==> src/rtl/irqg_pkg.sv <==
package irqg_pkg;
  typedef enum logic {
    GRP_OPEN  = 1'b0,
    GRP_SPENT = 1'b1
  } grp_state_e;
endpackage

==> src/rtl/irqg_group_tracker.sv <==
module irqg_group_tracker
  import irqg_pkg::*;
#(
  parameter int GROUP_WIDTH = 4
) (
  input  logic                   clk,
  input  logic                   rst_n,
  input  logic                   arm_i,
  input  logic [GROUP_WIDTH-1:0] evt_i,
  output logic                   pend_o
);
  grp_state_e state_q, state_d;
  logic       any_active;

  assign any_active = |evt_i;
  // Request while armed, active and not yet spent
  assign pend_o = arm_i && any_active && (state_q == GRP_OPEN);

  always_comb begin
    state_d = state_q;
    if (!arm_i)          state_d = GRP_OPEN;
    else if (pend_o)     state_d = GRP_SPENT;
    else if (!any_active) state_d = GRP_OPEN;
  end

  always_ff @(posedge clk) begin
    if (!rst_n) state_q <= GRP_OPEN;
    else        state_q <= state_d;
  end

  AST_ONE_SHOT: assert property (@(posedge clk) disable iff (!rst_n)
    pend_o |=> !pend_o);
  AST_DISARM_RELEASE: assert property (@(posedge clk) disable iff (!rst_n)
    (!arm_i && any_active) |=> (!arm_i || pend_o || !(|evt_i)));
endmodule

==> src/rtl/irqg_pin_drive.sv <==
module irqg_pin_drive #(
  parameter int NUM_GROUPS = 3
) (
  input  logic [NUM_GROUPS-1:0] pend_i,
  output logic                  irq_n_o,
  output logic                  irq_oe_o
);
  assign irq_oe_o = |pend_i;
  assign irq_n_o  = ~irq_oe_o;
endmodule

==> src/rtl/irqg_arm_ctrl.sv <==
module irqg_arm_ctrl #(
  parameter int NUM_GROUPS  = 3,
  parameter int GROUP_WIDTH = 4
) (
  input  logic                              clk,
  input  logic                              rst_n,
  input  logic                              arm_i,
  input  logic [NUM_GROUPS*GROUP_WIDTH-1:0] evt_i,
  output logic                              irq_n_o,
  output logic                              irq_oe_o,
  output logic [NUM_GROUPS-1:0]             pend_o
);
  localparam int EVT_BITS = NUM_GROUPS * GROUP_WIDTH;

  for (genvar g = 0; g < NUM_GROUPS; g++) begin : g_grp
    irqg_group_tracker #(.GROUP_WIDTH(GROUP_WIDTH)) u_trk (
      .clk    (clk),
      .rst_n  (rst_n),
      .arm_i  (arm_i),
      .evt_i  (evt_i[g*GROUP_WIDTH +: GROUP_WIDTH]),
      .pend_o (pend_o[g])
    );
  end

  irqg_pin_drive #(.NUM_GROUPS(NUM_GROUPS)) u_pin (
    .pend_i   (pend_o),
    .irq_n_o  (irq_n_o),
    .irq_oe_o (irq_oe_o)
  );

  AST_DISARM_HIZ: assert property (@(posedge clk) disable iff (!rst_n)
    !arm_i |-> (!irq_oe_o && pend_o == '0));
  AST_IDLE_HIZ: assert property (@(posedge clk) disable iff (!rst_n)
    (evt_i == {EVT_BITS{1'b0}}) |-> !irq_oe_o);
  AST_PIN_MATCH: assert property (@(posedge clk) disable iff (!rst_n)
    (irq_oe_o == (pend_o != '0)) && (irq_n_o == !irq_oe_o));
endmodule

==> config.mk <==
export PLATFORM = sky130hd
export DESIGN_NAME = irqg_arm_ctrl
export DESIGN_NICKNAME = d
export VERILOG_FILES = /design/src/rtl/irqg_pkg.sv /design/src/rtl/irqg_group_tracker.sv /design/src/rtl/irqg_pin_drive.sv /design/src/rtl/irqg_arm_ctrl.sv
export SDC_FILE = /design/constraint.sdc
export NUM_CORES = 1
export LEC_CHECK = 0
export ABC_AREA = 1
export BUFFER_PORTS_ARGS = -buffer_cell sky130_fd_sc_hd__buf_2
export CAP_MARGIN = 25
export CORE_AREA = 4 4 41 43
export CTS_CLUSTER_SIZE = 12
export DETAILED_ROUTE_END_ITERATION = 6
export DIE_AREA = 0 0 45 47
export GPL_TIMING_DRIVEN = 0
export PLACE_DENSITY = 0.37
export SETUP_SLACK_MARGIN = 0.1
export SYNTH_ARGS = -nofsm -noshare
export SYNTH_HDL_FRONTEND = slang
export SYNTH_SLANG_ARGS = --single-unit
==> constraint.sdc <==
create_clock -name clk -period 0.8 [get_ports clk]
set_input_delay 0.04 -clock clk [delete_from_list [all_inputs] [get_ports clk]]
set_output_delay 0.04 -clock clk [all_outputs]
set_load 0.005 [all_outputs]
==> out/results.ini <==
[sta]
slew_viol_final = 0
worst_pin_slew_ps = 125
whs_ps = 62.1
setup_viol_count_final = 5
relSlewSlack_pct = 91.6
final-hold-violation-count = 0
max_freq_mhz = 1040
layout_worst_path_cycle_share_pct = 120
period_needed_ps = 958
rsz0062_at_grt = true
setup_slack_ps = -158
tns_ps = -632

[placed_design]
port_buffers = 19
pre_cts_slack_ps = 45.1
gp_congestion = 0.595
dp.cells = 66
dp_hpwl_um = 470

[floorplanning]
fp.coreArea_um2 = 1300
die_area_um2 = 2120
die_h_um = 47
initial_utilization_pct = 15.8
core.rowCount = 13
io_pins = 20
chipWidth_um = 45

[logic_synthesis]
yosysWarnings = 0
synth_nets = 47
ys_seq_area_share_pct = 29.3
syn_area_um2 = 205
synth_cell_type_count = 10
synthCells = 32
synth_seq_cells = 3
syn_avg_cell_area_um2 = 6.41

[grt]
overflow = 0
grt_pass1_wl_um = 869
track_usage_pct = 5.91
grt_antenna_before_repair = 0
grt_pass1_vias = 237
grt_max_degree = 4

[layout]
drive_above_1_share_pct = 66.0
instances_no_fill = 68
top_regs = g_grp.u_trk.state_q: 3 flops
nFillCells = 160
syn_to_final_growth_pct = 72.6
finish.utilization_pct = 27.2
layout.nets = 69
largest_reg_flops = 3
top_register = g_grp.u_trk.state_q
diodes = 0

[worst_setup_path]
cp_top_family = simple AND/OR/NAND/NOR gates
crit_arrival_ps = 920
crit_required_ps = 760
path_buf_inv = 1
worst_path_most_repeated_cell = nand2_2
crit_path_start = g_grp[2].u_trk.state_q$_SDFFE_PN0P_
startpoint_type = flip-flop
crit_type = flip-flop to output pin
worstSetupPathDepth = 5
worst_setup_path_end_kind = output pin
critPathSlowestCell = dfxtp_1
critPathMaxFanout = 3
slowest_delay_ps = 290
path_cells = nor2_1, nand2_2, nand2_2, nor2_2, buf_2
crit_end = irq_n_o

[power]
max-vdd-ir-drop_mv = 0.410
power_leakage_nw = 0.193
power.density_nw_per_um2 = 1590

[cts]
cts_max_path_buffers = 2
h-tree-depth = 1
cts_sinks = 3
cts_root_buffer = clkbuf_4
cts_tree = yes
cts_buffers = 3
postCtsSetupBuffers = 0
clk_pin_slew_worst_paths_ps = 40

[drt]
dr.pass1.iters = 2
drt_first_iter_violations = 3
post_drt_wl_per_cell_um = 7.63
drc = 0
antenna_left = 0
num_vias = 234
routed_via_density = 3.44
wirelength_um = 519

[run]
maxCapViolations = 0

[run_status]
violations = negative setup slack
status = finished, violations left

[min_path]
hp-class = primary input to flip-flop

Yosys cell counts:
library cell	instances	area share, %
a21oi_1	3	7.3
buf_4	3	11
dfxtp_1	3	29
inv_1	3	5.5
inv_2	1	1.8
nand2_1	7	13
nand2_2	1	3.1
nand3_1	1	2.4
nor2_1	3	5.5
nor2_2	7	21
power by group:
group / internal [mW] / leakage, nW / switching (mW)
clock: 0.187 / 0.0150 / 0.0768
combinational: 0.0756 / 0.153 / 0.0620
sequential: 0.159 / 0.0250 / 0.00208
layout make-up:
type / count / area (um2) / area share [%]
Inverter: 4 / 15.0 / 4.24
Clock buffer: 4 / 26.3 / 7.42
Timing Repair Buffer: 19 / 114 / 32.2
Multi-Input combinational cell: 22 / 113 / 31.8
Tap cell: 15 / 18.8 / 5.30
Buffer: 1 / 7.51 / 2.12
Sequential cell: 3 / 60.1 / 17.0
kinds of logic (layout without fill, tap and decap cells):
logic type | after synthesis | after routing | synth area share (%)
compound gates | 3 | 3 | 7.31
flops | 3 | 3 | 29.3
buf+inv | 7 | 28 | 18.3
simple gates | 19 | 19 | 45.1
repair_timing:
action                                  4_1_cts  5_1_grt
hold buffers                                  0        0
gates resized for setup                       5        1
pin swaps                                     6        0
cloned                                        0        0
endpoints found under the setup margin        5        5
worst min-delay path by stage:
| stage | startpoint | to | slack (ps) | depth (start not counted) |
|---|---|---|---|---|
| after global routing | evt_i[7] | g_grp[1].u_trk.state_q$_SDFFE_PN0P_ | 90 | 3 |
| final | evt_i[7] | g_grp[1].u_trk.state_q$_SDFFE_PN0P_ | 60 | 3 |
| after global placement | evt_i[11] | g_grp[2].u_trk.state_q$_SDFFE_PN0P_ | 300 | 3 |
| after floorplan | evt_i[1] | g_grp[0].u_trk.state_q$_SDFFE_PN0P_ | 190 | 2 |
| after CTS | evt_i[1] | g_grp[0].u_trk.state_q$_SDFFE_PN0P_ | 50 | 3 |
| after detailed placement | evt_i[1] | g_grp[0].u_trk.state_q$_SDFFE_PN0P_ | 300 | 3 |
layout by cell type (no fill, tap or decap), types with 2 or more instances in the layout:
cell type / count
a21oi_1: 3
buf_2: 16
buf_6: 3
clkbuf_4: 3
dfxtp_1: 3
inv_1: 2
inv_2: 2
nand2_1: 5
nand2_2: 3
nor2_1: 3
nor2_2: 7
stage by stage:
| stage | power [mW] | cell area [um2] |
|---|---|---|
| 3_3_place_gp | 0.294 | 319 |
| 2_1_floorplan | 0.230 | 205 |
| 5_1_grt | 0.602 | 354 |
| 6_report | 0.562 | 354 |
| 3_5_place_dp | 0.295 | 319 |
| 4_1_cts | 0.580 | 352 |
routing by layer:
metal / GRT usage, % / wire [um] / up-vias
li1: - / - / 134
met1: 6.79 / 212 / 87
met2: 8.47 / 247 / 13
met3: 2.30 / 59 / 0
met4: 5.26 / 0 / 0
met5: 0 / 0 / -
No activity file was read; power rests on OpenSTA's default activity.
